[src/rtl/mbs_pkg.sv]
package mbs_pkg;

    localparam int ADDR_W = 20;
    localparam int DATA_W = 16;
    localparam int BW     = DATA_W / 2;
    localparam int HI_W   = ADDR_W - DATA_W;

    typedef enum logic [2:0] {
        ST_IDLE,
        ST_T1,
        ST_T2,
        ST_T3,
        ST_TW,
        ST_T4,
        ST_HOLD
    } bus_st_e;

    typedef enum logic [1:0] {
        SEG_EXTRA = 2'b00,
        SEG_STACK = 2'b01,
        SEG_CODE  = 2'b10,
        SEG_DATA  = 2'b11
    } seg_e;

    typedef struct packed {
        logic [ADDR_W-1:0] addr;
        logic              word;
        logic              io;
        logic              wr;
        logic              inta;
        seg_e              seg;
        logic [DATA_W-1:0] wdata;
    } bus_req_t;

    // transfer needs two bus cycles
    function automatic logic two_part(input bus_req_t r);
        return r.inta | (r.word & r.addr[0]);
    endfunction

    // states in which strobes are active
    function automatic logic strobe_phase(input bus_st_e s);
        return (s == ST_T2) || (s == ST_T3) || (s == ST_TW);
    endfunction

    // states after T1 of a cycle
    function automatic logic data_phase(input bus_st_e s);
        return strobe_phase(s) || (s == ST_T4);
    endfunction

endpackage

[src/rtl/mbs_fsm.sv]
module mbs_fsm
    import mbs_pkg::*;
(
    input  logic              clk,
    input  logic              rst,
    input  logic              req_valid,
    input  bus_req_t          req_in,
    input  logic              ready,
    input  logic              hold_req,
    input  logic [DATA_W-1:0] ad_in,
    output bus_st_e           st,
    output bus_req_t          cur,
    output logic              second,
    output logic              req_accept,
    output logic              op_done,
    output logic [DATA_W-1:0] rd_data
);

    bus_st_e nxt;
    logic    pend;
    logic    first_of_two;
    logic    sample_now;

    assign first_of_two = two_part(cur) && !second;
    assign req_accept   = (st == ST_IDLE) && !hold_req && !pend && req_valid;
    assign op_done      = (st == ST_T4) && !first_of_two;
    assign sample_now   = ((st == ST_T3) || (st == ST_TW)) && ready;

    always_comb begin
        nxt = st;
        unique case (st)
            ST_IDLE: begin
                if (hold_req)               nxt = ST_HOLD;
                else if (pend || req_valid) nxt = ST_T1;
            end
            ST_T1:   nxt = ST_T2;
            ST_T2:   nxt = ST_T3;
            ST_T3,
            ST_TW:   nxt = ready ? ST_T4 : ST_TW;
            ST_T4: begin
                if (hold_req)          nxt = ST_HOLD;
                else if (first_of_two) nxt = ST_T1;
                else                   nxt = ST_IDLE;
            end
            ST_HOLD: nxt = hold_req ? ST_HOLD : ST_IDLE;
            default: nxt = ST_IDLE;
        endcase
    end

    always_ff @(posedge clk) begin
        if (rst) begin
            st      <= ST_IDLE;
            cur     <= '0;
            second  <= 1'b0;
            pend    <= 1'b0;
            rd_data <= '0;
        end else begin
            st <= nxt;
            if (req_accept) begin
                cur    <= req_in;
                second <= 1'b0;
            end
            if ((st == ST_T4) && first_of_two) begin
                second <= 1'b1;
                pend   <= hold_req;
            end
            if ((st == ST_IDLE) && pend && !hold_req)
                pend <= 1'b0;
            if (sample_now && (!cur.wr || cur.inta)) begin
                if (cur.inta) begin
                    if (second)
                        rd_data <= {{BW{1'b0}}, ad_in[BW-1:0]};
                end else if (two_part(cur)) begin
                    if (second) rd_data[DATA_W-1:BW] <= ad_in[BW-1:0];
                    else        rd_data[BW-1:0]      <= ad_in[DATA_W-1:BW];
                end else if (cur.word) begin
                    rd_data <= ad_in;
                end else begin
                    rd_data <= {{BW{1'b0}},
                                cur.addr[0] ? ad_in[DATA_W-1:BW] : ad_in[BW-1:0]};
                end
            end
        end
    end

    AST_WAIT_ON_LOW: assert property (@(posedge clk) disable iff (rst)
        ((st == ST_T3 || st == ST_TW) && !ready) |=> (st == ST_TW));
    AST_T4_ON_READY: assert property (@(posedge clk) disable iff (rst)
        ((st == ST_T3 || st == ST_TW) && ready) |=> (st == ST_T4));
    AST_HOLD_ONLY_BETWEEN: assert property (@(posedge clk) disable iff (rst)
        (st != ST_IDLE && st != ST_T4 && st != ST_HOLD) |=> (st != ST_HOLD));
    AST_ACCEPT_T1: assert property (@(posedge clk) disable iff (rst)
        req_accept |=> (st == ST_T1));

endmodule

[src/rtl/mbs_pins.sv]
module mbs_pins
    import mbs_pkg::*;
(
    input  bus_st_e           st,
    input  bus_req_t          cur,
    input  logic              second,
    input  logic              ie_q,
    output logic [DATA_W-1:0] ad_out,
    output logic              ad_oe,
    output logic [HI_W-1:0]   ahs_out,
    output logic              ahs_oe,
    output logic              bhe_n,
    output logic              bhe_oe,
    output logic              rd_n,
    output logic              rd_oe,
    output logic              wr_n,
    output logic              wr_oe,
    output logic              inta_n,
    output logic              inta_oe
);

    logic [ADDR_W-1:0] cyc_addr;
    logic              lane_a0;
    logic              eff_word;
    logic              bhe_t1;
    logic [DATA_W-1:0] wr_lanes;
    logic [HI_W-1:0]   status;
    seg_e              seg_code;

    assign cyc_addr = (second && !cur.inta) ? cur.addr + ADDR_W'(1) : cur.addr;
    assign lane_a0  = second ? 1'b0 : cur.addr[0];
    assign eff_word = cur.word & ~cur.addr[0];
    assign bhe_t1   = cur.inta ? second : ~(eff_word | lane_a0);
    assign seg_code = cur.inta ? SEG_CODE : cur.seg;
    assign status   = {1'b0, ie_q, seg_code};

    always_comb begin
        if (eff_word)    wr_lanes = cur.wdata;
        else if (second) wr_lanes = {2{cur.wdata[DATA_W-1:BW]}};
        else             wr_lanes = {2{cur.wdata[BW-1:0]}};
    end

    always_comb begin
        ad_out  = '0;
        ad_oe   = 1'b0;
        ahs_out = '0;
        ahs_oe  = 1'b1;
        bhe_n   = 1'b1;
        bhe_oe  = 1'b1;
        rd_n    = 1'b1;
        rd_oe   = 1'b1;
        wr_n    = 1'b1;
        wr_oe   = 1'b1;
        inta_n  = 1'b1;
        inta_oe = 1'b1;
        if (st == ST_HOLD) begin
            ahs_oe  = 1'b0;
            bhe_oe  = 1'b0;
            rd_oe   = 1'b0;
            wr_oe   = 1'b0;
            inta_oe = 1'b0;
        end else if (st == ST_T1) begin
            ad_oe   = !cur.inta;
            ad_out  = cyc_addr[DATA_W-1:0];
            ahs_out = (cur.io || cur.inta) ? '0 : cyc_addr[ADDR_W-1:DATA_W];
            bhe_n   = bhe_t1;
        end else if (data_phase(st)) begin
            ahs_out = status;
            bhe_n   = 1'b0;
            ad_oe   = cur.wr && !cur.inta;
            ad_out  = (cur.wr && !cur.inta) ? wr_lanes : '0;
            if (strobe_phase(st)) begin
                rd_n   = cur.wr || cur.inta;
                wr_n   = !(cur.wr && !cur.inta);
                inta_n = !cur.inta;
            end
        end
    end

    AST_RD_AD_RELEASED: assert final (rst_free_check(rd_n, ad_oe));
    AST_ONE_STROBE: assert final ($countones({~rd_n, ~wr_n, ~inta_n}) <= 1);

    function automatic logic rst_free_check(input logic rdn, input logic adoe);
        return rdn || !adoe;
    endfunction

endmodule

[src/rtl/mux_bus_seq.sv]
module mux_bus_seq
    import mbs_pkg::*;
(
    input  logic        clk,
    input  logic        rst,
    input  logic        req_valid,
    input  logic [19:0] req_addr,
    input  logic        req_word,
    input  logic        req_io,
    input  logic        req_write,
    input  logic        req_inta,
    input  logic [1:0]  req_seg,
    input  logic [15:0] req_wdata,
    output logic        req_accept,
    output logic [15:0] rd_data,
    output logic        op_done,
    input  logic        ie_flag,
    input  logic        ready,
    input  logic        hold_req,
    output logic        hold_ack,
    input  logic [15:0] ad_in,
    output logic [15:0] ad_out,
    output logic        ad_oe,
    output logic [3:0]  ahs_out,
    output logic        ahs_oe,
    output logic        bhe_n,
    output logic        bhe_oe,
    output logic        rd_n,
    output logic        rd_oe,
    output logic        wr_n,
    output logic        wr_oe,
    output logic        inta_n,
    output logic        inta_oe
);

    bus_req_t req_in;
    bus_req_t cur;
    bus_st_e  st;
    logic     second;
    logic     ie_q;

    assign req_in = '{addr: req_addr, word: req_word, io: req_io, wr: req_write,
                      inta: req_inta, seg: seg_e'(req_seg), wdata: req_wdata};
    assign hold_ack = (st == ST_HOLD);

    always_ff @(posedge clk) begin
        if (rst) ie_q <= 1'b0;
        else     ie_q <= ie_flag;
    end

    mbs_fsm u_fsm (
        .clk        (clk),
        .rst        (rst),
        .req_valid  (req_valid),
        .req_in     (req_in),
        .ready      (ready),
        .hold_req   (hold_req),
        .ad_in      (ad_in),
        .st         (st),
        .cur        (cur),
        .second     (second),
        .req_accept (req_accept),
        .op_done    (op_done),
        .rd_data    (rd_data)
    );

    mbs_pins u_pins (
        .st      (st),
        .cur     (cur),
        .second  (second),
        .ie_q    (ie_q),
        .ad_out  (ad_out),
        .ad_oe   (ad_oe),
        .ahs_out (ahs_out),
        .ahs_oe  (ahs_oe),
        .bhe_n   (bhe_n),
        .bhe_oe  (bhe_oe),
        .rd_n    (rd_n),
        .rd_oe   (rd_oe),
        .wr_n    (wr_n),
        .wr_oe   (wr_oe),
        .inta_n  (inta_n),
        .inta_oe (inta_oe)
    );

    AST_HOLD_FLOATS: assert property (@(posedge clk) disable iff (rst)
        hold_ack |-> (!ad_oe && !ahs_oe && !bhe_oe && !rd_oe && !wr_oe));
    AST_INTA_NO_AD: assert property (@(posedge clk) disable iff (rst)
        !inta_n |-> !ad_oe);

endmodule

[config.mk]
export PLATFORM = sky130hd
export DESIGN_NAME = mux_bus_seq
export DESIGN_NICKNAME = d
export VERILOG_FILES = /design/src/rtl/mbs_pkg.sv /design/src/rtl/mbs_fsm.sv /design/src/rtl/mbs_pins.sv /design/src/rtl/mux_bus_seq.sv
export SDC_FILE = /design/constraint.sdc
export NUM_CORES = 1
export LEC_CHECK = 0
export CAP_MARGIN = 40
export CORE_ASPECT_RATIO = 0.5
export CORE_MARGIN = 2
export CORE_UTILIZATION = 40
export DETAILED_ROUTE_END_ITERATION = 10
export GPL_TIMING_DRIVEN = 0
export PLACE_DENSITY = 0.71
export SLEW_MARGIN = 0
export SYNTH_ARGS = -nofsm -noshare
export SYNTH_HDL_FRONTEND = slang
export SYNTH_SLANG_ARGS = --single-unit
export TNS_END_PERCENT = 50
[constraint.sdc]
create_clock -name clk -period 2.62 [get_ports clk]
set_clock_uncertainty 0.15 [all_clocks]
set_input_delay 0.393 -clock clk [delete_from_list [all_inputs] [get_ports clk]]
set_output_delay 0.393 -clock clk [all_outputs]
set_load 0.03 [all_outputs]
## Word-level counts from Yosys, hierarchy flattened

Index checks and enable logic that the tools add are counted.

- Bits in registers: 64
- Input port bits: 64
- Output and inout port bits: 49
- Logic and storage cells: 112

- Add/sub/neg operators: 1
- Equal/unequal tests: 10
- Mux-type cells: 49
- Bitwise gates (word level): 6
- Reduce and logical (&&, ||, !) cells: 33

Operators by type and width:

| cell | count |
|---|---|
| $mux 16 | 10 |
| $mux 1 | 25 |
| $mux 8 | 3 |
| $add 20x1->20 const B | 1 |
| $mux 20 | 1 |
| $pmux 3 s6 | 1 |
| $mux 3 | 5 |
| $logic_and 1x1->1 | 12 |
| $mux 4 | 3 |
| $eq 3x3->1 const B | 3 |
| $logic_or 1x1->1 | 8 |
| $logic_not 1->1 | 7 |
| $eq 3x2->1 const B | 2 |
| $ne 3x2->1 const B | 2 |
| $reduce_and 3->1 | 2 |
| $reduce_or 2->1 | 2 |
| $eq 3x1->1 const B | 1 |
| $logic_not 3->1 | 1 |
| $and 1x1->1 | 2 |
| $mux 2 | 1 |
| $ne 2x1->1 const B | 1 |
| $ne 2x2->1 const B | 1 |
| $not 1->1 | 2 |
| $or 1x1->1 | 2 |
| $reduce_bool 2->1 | 1 |

## Longest topological paths before layout

Gate-level depths: netlist (run 1).

- Depth after elaboration: 7
- Mapped depth: 8
- Gate-level depth less buffers: 6

## Cells and area by module

A second synthesis (run 1) with hierarchy kept.

- Cells, all modules: 483
- Area, all modules: 3774.9 um2

By module, submodules not included:

| module | times used | cells an instance | area each (um2) | sequential area each (um2) |
|---|---|---|---|---|
| mbs_fsm | 1 | 312 | 2660.1 | 1261.2 |
| mbs_pins | 1 | 168 | 1079.8 | 0.0 |
| mux_bus_seq | 1 | 3 | 35.0 | 20.0 |

## Least setup slack after synthesis (run 1)

Ideal clock, no wire load.

- Kind: register to output
- From: register u_fsm.st[0]
- To: output port ad_oe
- Data arrival time: 1.892 ns
- Required time: 2.077 ns
- Setup slack: 0.185 ns
- Stages on the path, launching flop included: 6
- Path buffers: 2
- Path through: dfxtp_1 > buf_2 > nor2b_1 > nand2_1 > clkbuf_1 > o21ai_0

- Longest elaborated chain between the ends: 7
- Elaborated cells on any way between the ends: 12
- Those cells by class: eq/ne (6); mux (3); reduce/logical (3)

Ends and longest elaborated chain:

| what | RTL line | source |
|---|---|---|
| start: declaration | mbs_fsm.sv:11 | `output bus_st_e st,` |
| start signal: assignment | mbs_fsm.sv:58 | `st <= nxt;` |
| $eq 3x2->1 | mbs_pkg.sv:42 | `return (s == ST_T2) \|\| (s == ST_T3) \|\| (s == ST_TW);` |
| $logic_or 1x1->1 (2 in a row) | mbs_pkg.sv:42 |  |
| $logic_or 1x1->1 | mbs_pkg.sv:47 | `return strobe_phase(s) \|\| (s == ST_T4);` |
| $mux 1 | mbs_pins.sv:67 | `end else if (data_phase(st)) begin` |
| $mux 1 | mbs_pins.sv:62 | `end else if (st == ST_T1) begin` |
| $mux 1 * | mbs_pins.sv:56 | `if (st == ST_HOLD) begin` |
| end: declaration | mux_bus_seq.sv:23 | `output logic ad_oe,` |

Mark *: on every way between the ends. The rest lies on a longest branch, timed or not.

## Final worst setup path (run 1)

- From: register u_fsm.cur[23] (netlist name)
- To: output port ad_out[12]

- Longest elaborated chain between the ends: 4

Ends and longest elaborated chain:

| what | RTL line | source |
|---|---|---|
| $add 20x1->20 | mbs_pins.sv:30 | `assign cyc_addr = (second && !cur.inta) ? cur.addr + ADDR_W'(1) : cur.addr;` |
| $mux 20 | mbs_pins.sv:30 |  |
| $mux 16 | mbs_pins.sv:62 |  |
| $mux 16 | mbs_pins.sv:56 |  |
| end: declaration | mux_bus_seq.sv:22 | `output logic [15:0] ad_out,` |

No other way between the ends.

==> results of run 1 <==
cells in the mapped netlist (all sizes together):
cell type,instances
nor3,16
mux2i,42
nand2b,2
nor2,41
nor3b,1
o21ai,7
and4,2
a221oi,1
a21o,2
nand4,5
dfxtp,64
and3,4
nand4b,1
nor2b,4
a22oi,1
a31oi,1
or3,2
buf,19
clkbuf,15
ha,1
inv,11
o31ai,1
a21oi,57
xnor2,10
nand3b,1
o22ai,19
xor2,10
and3b,1
nand3,9
o21a,1
o221ai,1
nand2,100
or2,2
o41ai,1
o311a,1
metal layers:
layer  routed length (µm)  vias up  GRT usage, %
met2                 5060      147          36.7
met3                  933       22          6.90
met4                  152        0          7.06
met1                 4820     1714          30.5
li1                     -     1817             -
met5                    0        -             0
worst max-delay path: cells and delay by family, from the launching register on:
family | cells | cell delay [ns]
AOI/OAI and AO/OA | 1 | 0.22
xor gates and xnor gates | 1 | 0.09
adders and majority gates | 1 | 0.20
buffers and inverters | 1 | 0.20
DFF | 1 | 0.37
and+or+nand+nor | 3 | 0.65
power groups by stage:
| stage | Clock, mW | Sequential [mW] | Combinational, mW |
|---|---|---|---|
| after floorplan | 0 | 1.11 | 0.444 |
| after global placement | 0 | 1.10 | 0.730 |
| after detailed placement | 0 | 1.10 | 0.737 |
| after CTS | 1.44 | 1.09 | 0.741 |
| after global routing | 1.48 | 1.10 | 0.829 |
| final | 1.43 | 1.09 | 0.769 |
state kept, by name (all words and copies together) (netlist names):
| signal | cells |
|---|---|
| u_fsm.cur | 42 |
| u_fsm.rd_data | 16 |
| u_fsm.st | 3 |
| ie_q | 1 |
| u_fsm.pend | 1 |
| u_fsm.second | 1 |
kinds of logic after synthesis:
| kind of cell | after synthesis | share of synthesized area, % |
|---|---|---|
| fa+ha+maj | 1 | 0.356 |
| xor+xnor | 20 | 4.99 |
| flops | 64 | 36.5 |
| mux | 42 | 12.0 |
| simple gates | 191 | 24.8 |
| compound gates | 93 | 15.4 |
| buf+inv | 45 | 6.02 |
stage by stage:
step	utilization [%]	setup WS (ns)	setup TNS, ns	hold slack (ns)	cells
finish	60.6	-0.00228	-0.00228	0.310	708
global placement	55.3	-0.429	-6.21	0.298	684
detailed placement	55.3	-0.420	-6.48	0.298	684
CTS	60.0	-0.0628	-0.100	0.307	702
floorplan	-	0.185	0	0.286	456
global route	60.6	-0.0796	-0.412	0.332	708
how the worst min path moves through the flow:
stage                                  to  slack [ns]  cells past startpoint
2_1_floorplan  u_fsm.cur[20]$_SDFFE_PP0P_        0.29                      2
3_3_place_gp   u_fsm.cur[20]$_SDFFE_PP0P_        0.30                      2
3_5_place_dp   u_fsm.cur[20]$_SDFFE_PP0P_        0.30                      2
4_1_cts        u_fsm.cur[20]$_SDFFE_PP0P_        0.31                      2
5_1_grt        u_fsm.cur[20]$_SDFFE_PP0P_        0.33                      2
6_report       u_fsm.cur[20]$_SDFFE_PP0P_        0.31                      2
cell type report:
type | count | share of cell area, %
buffer | 33 | 3.73
clock buffer | 11 | 4.84
clock inverter | 5 | 1.96
inverter | 11 | 0.790
multi-input combinational | 347 | 39.8
sequential | 64 | 24.7
tap | 117 | 2.80
timing repair buffer | 120 | 21.4
timing repair:
action / 4_1_cts / 5_1_grt
gates resized for setup: 124 / 39
buffers inserted: 3 / 6
pin swaps: 4 / 5
endpoints found under the setup margin: 31 / 28
==> Implementation_results.wiki, run 1 <==
{| class="wikitable"
! Metric !! Value
|-
| GP Congestion || around 0.86
|-
| Clock buffer count from CTS || 9
|-
| Share of total power in the clock network || between 40% and 50%
|-
| Most area-consuming cells after synthesis || dfxtp_1 (37%), mux2i_1 (12%), nand2_1 (11%), a21oi_1 (8.0%), nor2_1 (4.3%)
|-
| Crit path launch type || flop
|-
| Post-synthesis sequential area ratio || a little over a third
|-
| First element of the critical path || u_fsm.cur[23]$_SDFFE_PP0P_
|-
| Worst setup path endpoint || ad_out[12]
|-
| Count of inserted antenna diode cells || 0
|-
| Final Hold Fails || 0
|-
| Switching fraction of total power || about 28%
|-
| Number of standard-cell rows in the floorplan || 24
|-
| Number of H-tree branching levels || 3
|-
| Library cell contributing the largest single delay on the critical path || or3_4
|-
| Design Power || ~3.3 mW
|-
| Vias per Instance || 5.23
|-
| Maximum number of pins on one net before global-route repair || 12
|-
| Final period demand of the worst path || around 2.6 ns
|-
| Vias || 3700
|-
| Logic gate share of total power || 23.4%
|-
| Cells on worst reg2reg path || 8
|-
| Vias in the first global route || 3514
|-
| Average size of a mapped cell || slightly below 8 µm²
|-
| Classification of the worst setup path || reg2out
|-
| Largest area contributor in the synthesized netlist || dfxtp_1
|-
| Root cell of the clock tree || clkbuf_16
|-
| Data required time of the worst path || 2.08 ns
|-
| Tot GR Track Use || around 23%
|-
| Least-Margin Pin Slew || ~0.62 ns
|-
| Yosys warnings || 0
|-
| Slew Viols, Final || 0
|-
| Result of the run || finished, violations left
|-
| Portion of synthesized cell area occupied by the leading cell type || 36.5%
|-
| Die outline area || between 9000 and 10000 µm²
|-
| Crit path arrival time || roughly 2.1 ns
|-
| Maximum Capacitance Violations || 0
|-
| Commonest non-fill, non-tap cell in the layout || nand2_1
|-
| Worst-skew pair later-pin latency || between 0.3 and 0.4 ns
|-
| Sink Count || 64
|-
| Setup violations, final || 1
|-
| Height of the die || 70.2 µm
|-
| DRC || 0
|-
| TritonRoute pass-1 iters || 6
|-
| Antenna violations before repair || 0
|-
| Reg2Reg Setup Slack || around 0.65 ns
|-
| Fill cell total of the finished layout || 781
|-
| Final nets || 651
|-
| Maximum clock insertion buffer count || 2
|-
| Netlist area before placement || ~3500 µm²
|-
| Sort of element at the end of the critical path || primary output
|-
| Chain of cells forming the critical path || ha_2 -> nand3b_1 -> or3_4 -> nor2_1 -> xnor2_1 -> o22ai_1 -> buf_4
|-
| Highest clock frequency the design can meet || about 0.38 GHz
|-
| Post-detailed-route count of antenna-violating nets || 0
|-
| Unrepaired setup endpoints after global routing || true
|-
| Area Overhead vs Synth || 48.9%
|-
| Total internal power || between 2 and 2.5 mW
|-
| TritonCTS clock tree || yes
|-
| Type of the tightest min-delay check || reg2reg
|-
| Leakage Power || ~2.1 nW
|-
| Drt initial violations || 251
|-
| Total net switching power || 0.934 mW
|-
| Area of the core region || about 8600 µm²
|-
| Fin crit share || 100%
|-
| Wire length per cell after detailed routing || between 15 and 20 µm
|-
| Worst IR drop on VDD || between 0.3 and 0.4 mV
|-
| Count of cell types in the netlist || 48
|-
| # hold bufs at CTS || 0
|-
| Worst Slack Setup Final || -0.00228 ns
|-
| Initial Util || 40.7%
|-
| Final Instance Area || roughly 5200 µm²
|-
| Sequential share of power || around a third
|-
| Port Buffers || roughly 110
|-
| Horizontal die dimension || approximately 140 µm
|-
| Register area || about 1300 µm²
|-
| Violations in the final reports || negative setup slack
|-
| Register bit count reported by yosys || 64
|-
| Area occupied by multi-input gates || around 2100 µm²
|-
| Largest fanout on the critical path || 6
|-
| Startpoint of the most critical hold path || u_fsm.cur[20]$_SDFFE_PP0P_
|-
| Clock transition at the registers of the reported paths || about 0.05 ns
|-
| Remaining Overflow, GRT || 0
|-
| Wire length of the first global-routing pass || 17400 µm
|-
| Post-place instance area || 4770 µm²
|-
| Crit path largest cell delay || ~0.40 ns
|-
| Most used cells in the layout excluding fill and tap cells || nand2_1 (97), clkdlybuf4s50_1 (81), dfxtp_1 (59), a21oi_1 (56), mux2i_1 (42)
|-
| Total nets after synthesis || 521
|-
| Endpoint of the worst register-to-register path || u_fsm.cur[18]$_SDFFE_PP0P_
|-
| HPWL Detailed || between 7000 and 8000 µm
|-
| Share of final-layout standard cells stronger than drive strength 1 || approximately 17%
|-
| Worst slew margin relative to its limit || just under 60%
|-
| Total power divided by cell area || between 600 and 700 nW/µm²
|-
| Startpoint of the lowest-slack register-to-register path || u_fsm.st[2]$_SDFFE_PP0P_
|-
| Io pins || ~110
|-
| Routed wire length || around 11000 µm
|-
| Number of instances in the synthesized netlist || approximately 460
|}
Note: power is estimated with default switching activity, not from simulation.
==> inputs of run 2 (changes only) <==
--- a/constraint.sdc
+++ b/constraint.sdc
@@ -3,3 +3,3 @@
 set_input_delay 0.393 -clock clk [delete_from_list [all_inputs] [get_ports clk]]
 set_output_delay 0.393 -clock clk [all_outputs]
-set_load 0.03 [all_outputs]
+set_load 0.005 [all_outputs]
==> Implementation_results.wiki, run 2 (synthesized netlist as in run 1, its figures left out) <==
{| class="wikitable"
! Metric !! Value
|-
| Tot GR Track Use || about a quarter
|-
| Vias in the first global route || 3527
|-
| Design Power || 3.27 mW
|-
| GP Congestion || 0.855
|-
| Root cell of the clock tree || clkbuf_16
|-
| Drt initial violations || ~290
|-
| Largest fanout on the critical path || 6
|-
| Horizontal die dimension || 136 µm
|-
| Final Hold Fails || 0
|-
| Total power divided by cell area || 593 nW/µm²
|-
| Maximum Capacitance Violations || 0
|-
| Vias per Instance || 5.22
|-
| Register containing the most flip-flops in the final layout || u_fsm.cur
|-
| Height of the die || ~70 µm
|-
| Sink Count || 64
|-
| DRC || 0
|-
| Unrepaired setup endpoints after global routing || true
|-
| Commonest non-fill, non-tap cell in the layout || nand2_1
|-
| Worst IR drop on VDD || ~0.33 mV
|-
| Final nets || ~670
|-
| Count of inserted antenna diode cells || 0
|-
| Worst Slack Setup Final || 0.00398 ns
|-
| Fraction of the core area covered by cells at the end of the flow || between 60 and 70%
|-
| Setup violations, final || 0
|-
| Vias || 3768
|-
| Clock buffer count from CTS || 9
|-
| Leakage Power || about 2.2 nW
|-
| Post-detailed-route count of antenna-violating nets || 0
|-
| Final Non-Filler Cells || 722
|-
| Worst slew margin relative to its limit || between 60% and 70%
|-
| Result of the run || complete, no violations
|-
| Maximum number of pins on one net before global-route repair || 12
|-
| Clock transition at the registers of the reported paths || ~0.050 ns
|-
| TritonCTS clock tree || yes
|-
| Largest registers ranked by flip-flop count || u_fsm.cur: 42 flops, u_fsm.rd_data: 16 flops, u_fsm.st: 3 flops
|-
| Classification of the worst setup path || reg2out
|-
| Max reg flops || between 40 and 50
|-
| Number of standard-cell rows in the floorplan || 24
|-
| Type of the tightest min-delay check || reg2reg
|-
| Final period demand of the worst path || 2.62 ns
|-
| HPWL Detailed || between 7000 and 8000 µm
|-
| Most used cells in the layout excluding fill and tap cells || nand2_1 (97), clkdlybuf4s50_1 (89), a21oi_1 (56), dfxtp_1 (52), mux2i_1 (42)
|-
| Least-Margin Pin Slew || about 0.6 ns
|-
| Area of the core region || between 8000 and 9000 µm²
|-
| Area Overhead vs Synth || 57.2%
|-
| Data required time of the worst path || approximately 2.1 ns
|-
| Slew Viols, Final || 0
|-
| TritonRoute pass-1 iters || 5
|-
| Total instance count after detailed placement || between 600 and 700
|-
| # hold bufs at CTS || 0
|-
| Wire length of the first global-routing pass || between 15000 and 20000 µm
|-
| Port Buffers || approximately 110
|-
| Crit path arrival time || between 2 and 2.5 ns
|-
| Sort of element at the end of the critical path || primary output
|-
| Crit path launch type || flop
|-
| Number of H-tree branching levels || 3
|-
| Die outline area || approximately 9600 µm²
|-
| Initial Util || around two fifths
|-
| Worst-skew pair later-pin latency || about 0.34 ns
|-
| Routed wire length || 11500 µm
|-
| Wire length per cell after detailed routing || roughly 16 µm
|-
| Maximum clock insertion buffer count || 2
|-
| Fin crit share || roughly 100%
|-
| Remaining Overflow, GRT || 0
|-
| Worst slack, placed || -0.250 ns
|-
| Antenna violations before repair || 0
|-
| Share of final-layout standard cells stronger than drive strength 1 || 19.0%
|-
| Io pins || around 110
|-
| Highest clock frequency the design can meet || between 0.3 and 0.4 GHz
|}
[run 2: worst paths after layout]
path / slack, ns / cells past startpoint / from / to
hold / removal: 0.32 / 2 / u_fsm.cur[20]$_SDFFE_PP0P_ / u_fsm.cur[20]$_SDFFE_PP0P_
hold reg to reg: 0.32 / 2 / u_fsm.cur[20]$_SDFFE_PP0P_ / u_fsm.cur[20]$_SDFFE_PP0P_
setup / recovery: 0.004 / 8 / u_fsm.cur[23]$_SDFFE_PP0P_ / ahs_out[0]
setup reg to reg: 0.40 / 9 / u_fsm.st[2]$_SDFFE_PP0P_ / u_fsm.cur[19]$_SDFFE_PP0P_
[run 2: through the flow]
stage | hold WS, ns | area [µm²] | setup TNS [ns]
6_report | 0.317 | 5520 | 0
3_3_place_gp | 0.298 | 4770 | -2.65
5_1_grt | 0.349 | 5520 | -0.251
2_1_floorplan | 0.286 | 3510 | 0
4_1_cts | 0.307 | 5330 | -0.403
3_5_place_dp | 0.298 | 4770 | -2.83
[run 2: timing repair]
action | CTS | global route
setup endpoints to repair | 25 | 24
resized for setup | 73 | 40
pin swaps | 13 | 14
buffers inserted | 14 | 12
[run 2: cell type report]
cell class	count	area, µm²
Fill cell	738	3100
Multi-Input combinational cell	347	2190
Sequential cell	64	1300
Timing Repair Buffer	136	1280
Clock buffer	11	253
Buffer	31	196
Tap cell	117	146
Clock inverter	5	103
Inverter	11	46.3
[run 2: report_power, final]
part           internal (mW)  switching [mW]  total, mW
Sequential              1.04          0.0579       1.09
Combinational          0.382           0.367      0.749
Clock                  0.979           0.450       1.43
Total                   2.40           0.875       3.27
[run 2: routing by layer]
metal	part of all wire (%)	GRT usage, %	routed length [µm]	vias to the layer above
li1	-	-	-	1840
met1	43	30.7	4980	1752
met2	47	37.6	5340	152
met3	8.0	7.04	912	24
met4	2.0	7.18	232	0
met5	0	0	0	-
[run 2: worst max-delay path: stages, from the launching register on]
cell and delay [ns]:
dfxtp_2 0.36, ha_4 0.15, nand3b_1 0.12, or3_4 0.42
buf_4 0.17, nor3_4 0.14, xnor2_2 0.11, o21ai_1 0.14
buf_2 0.13
==> inputs of run 3 (changes only) <==
Clock period 2.62 ns to 3.1 ns, I/O delays scaled along.
==> Implementation_results.wiki, run 3 (synthesized netlist as in run 1, its figures left out) <==
{| class="wikitable"
! Metric !! Value
|-
| Max reg flops || between 40 and 50
|-
| Vias in the first global route || roughly 3400
|-
| Register containing the most flip-flops in the final layout || u_fsm.cur
|-
| Library cell contributing the largest single delay on the critical path || clkdlybuf4s50_1
|-
| Worst IR drop on VDD || roughly 0.28 mV
|-
| Root cell of the clock tree || clkbuf_16
|-
| Routed wire length || roughly 11000 µm
|-
| Result of the run || complete, no violations
|-
| Endpoint with the worst hold slack || u_fsm.cur[20]$_SDFFE_PP0P_
|-
| Type of the tightest min-delay check || reg2reg
|-
| Clock transition at the registers of the reported paths || around 0.05 ns
|-
| Slew Viols, Final || 0
|-
| Least-Margin Pin Slew || between 0.6 and 0.7 ns
|-
| Unrepaired setup endpoints after global routing || true
|-
| Fraction of the core area covered by cells at the end of the flow || about 60%
|-
| Maximum Capacitance Violations || 0
|-
| Maximum number of pins on one net before global-route repair || 12
|-
| Final Hold Fails || 0
|-
| Worst slew margin relative to its limit || roughly 56%
|-
| GP Congestion || around 0.86
|-
| Antenna violations before repair || 0
|-
| Startpoint of the lowest-slack register-to-register path || u_fsm.cur[22]$_SDFFE_PP0P_
|-
| Count of inserted antenna diode cells || 0
|-
| Leakage Power || about 2.1 nW
|-
| Design Power || roughly 2.7 mW
|-
| Number of standard-cell rows in the floorplan || 24
|-
| Number of H-tree branching levels || 3
|-
| Maximum clock insertion buffer count || 2
|-
| Largest fanout on the critical path || 8
|-
| Cells on worst reg2reg path || 8
|-
| Data required time of the worst path || between 2 and 2.5 ns
|-
| # hold bufs at CTS || 0
|-
| Wire length per cell after detailed routing || around 15 µm
|-
| Io pins || between 100 and 150
|-
| Worst Hold Path Cells || 2
|-
| Remaining Overflow, GRT || 0
|-
| Highest clock frequency the design can meet || 0.324 GHz
|-
| Total power divided by cell area || around 520 nW/µm²
|-
| Final nets || between 600 and 700
|-
| Total instance count after detailed placement || 684
|-
| Fin crit share || 99.6%
|-
| Post-detailed-route count of antenna-violating nets || 0
|-
| Fill cell total of the finished layout || 785
|-
| Vias || approximately 3600
|-
| Port Buffers || roughly 110
|-
| Worst Slack Setup Final || ~0.013 ns
|-
| TritonCTS clock tree || yes
|-
| Worst slack, placed || 0.158 ns
|-
| Commonest non-fill, non-tap cell in the layout || clkdlybuf4s50_1
|-
| Clock buffer count from CTS || 9
|-
| Horizontal die dimension || roughly 140 µm
|-
| Crit path launch type || flop
|-
| Initial Util || 40.7%
|-
| Crit path largest cell delay || 0.54 ns
|-
| Area Overhead vs Synth || 47.8%
|-
| Sink Count || 64
|-
| Final period demand of the worst path || between 3 and 4 ns
|-
| Setup violations, final || 0
|-
| Wire length of the first global-routing pass || 17000 µm
|-
| Endpoint of the worst register-to-register path || u_fsm.rd_data[5]$_SDFFE_PP0P_
|-
| Startpoint of the most critical hold path || u_fsm.cur[20]$_SDFFE_PP0P_
|-
| Largest registers ranked by flip-flop count || u_fsm.cur: 42 flops, u_fsm.rd_data: 16 flops, u_fsm.st: 3 flops
|-
| Worst-skew pair later-pin latency || between 0.3 and 0.4 ns
|-
| Die outline area || 9580 µm²
|-
| First element of the critical path || u_fsm.cur[21]$_SDFFE_PP0P_
|-
| TritonRoute pass-1 iters || 5
|-
| Share of final-layout standard cells stronger than drive strength 1 || 10.3%
|-
| HPWL Detailed || between 7000 and 8000 µm
|-
| Height of the die || between 70 and 80 µm
|-
| Most used cells in the layout excluding fill and tap cells || clkdlybuf4s50_1 (103), nand2_1 (97), dfxtp_1 (61), a21oi_1 (56), mux2i_1 (42)
|-
| Vias per Instance || around 5.2
|-
| Classification of the worst setup path || reg2out
|-
| Reg2Reg Setup Slack || between 1 and 1.5 ns
|-
| Chain of cells forming the critical path || clkbuf_1 -> inv_1 -> o21ai_2 -> mux2i_1 -> o22ai_1 -> clkdlybuf4s50_1
|-
| DRC || 0
|-
| Area of the core region || 8620 µm²
|-
| Final-layout worst hold slack || between 0.3 and 0.4 ns
|-
| Final Non-Filler Cells || between 700 and 800
|-
| Crit path arrival time || between 2 and 2.5 ns
|-
| Tot GR Track Use || ~23%
|-
| Sort of element at the end of the critical path || primary output
|-
| Drt initial violations || between 200 and 300
|}
run 3: final cells by class:
type / instances / area, µm² / area share [%]
Buffer: 33 / 170 / 3.28
Multi-Input combinational cell: 347 / 2040 / 39.4
Sequential cell: 64 / 1280 / 24.8
Tap cell: 117 / 146 / 2.82
Inverter: 11 / 41.3 / 0.796
Timing Repair Buffer: 113 / 1150 / 22.1
Clock inverter: 5 / 103 / 1.98
Clock buffer: 11 / 253 / 4.87
run 3: per-stage QoR:
| step | TNS, ns | instance area, µm² |
|---|---|---|
| after CTS | -0.0243 | 5150 |
| after global routing | -0.381 | 5190 |
| final | 0 | 5190 |
| after detailed placement | 0 | 4770 |
| after global placement | 0 | 4770 |
| after floorplan | 0 | 3510 |
run 3: worst max-delay path: cells and delay by family (launching register included):
kind	cells	cell delay [ns]
buf+inv	3	0.93
compound gates	2	0.71
flops	1	0.31
mux	1	0.19
run 3: worst max path at each step:
| stage | cells past startpoint | end | slack, ns |
|---|---|---|---|
| 2_1_floorplan | 7 | ahs_out[2] | 1.02 |
| 3_3_place_gp | 6 | ad_oe | 0.15 |
| 3_5_place_dp | 6 | ad_oe | 0.16 |
| 4_1_cts | 8 | ahs_out[2] | -0.02 |
| 5_1_grt | 7 | ad_out[5] | -0.08 |
| 6_report | 6 | ad_out[2] | 0.01 |
run 3: power by group:
group / internal [mW] / switching (mW) / leakage, nW
clock: 0.827 / 0.379 / 0.172
sequential: 0.875 / 0.0439 / 0.521
combinational: 0.278 / 0.288 / 1.38
total: 1.98 / 0.711 / 2.07
run 3: per-layer routing:
| metal | routed length [µm] | GRT usage (%) | vias to the layer above |
|---|---|---|---|
| li1 | - | - | 1808 |
| met1 | 4810 | 30.3 | 1693 |
| met2 | 4940 | 35.4 | 121 |
| met3 | 828 | 6.90 | 12 |
| met4 | 124 | 6.25 | 0 |
| met5 | 0 | 0 | - |
run 3: repair_timing:
item	4_1_cts	5_1_grt
buffers inserted	1	1
pin swaps	2	2
endpoints found under the setup margin	17	19
gates resized for setup	9	13
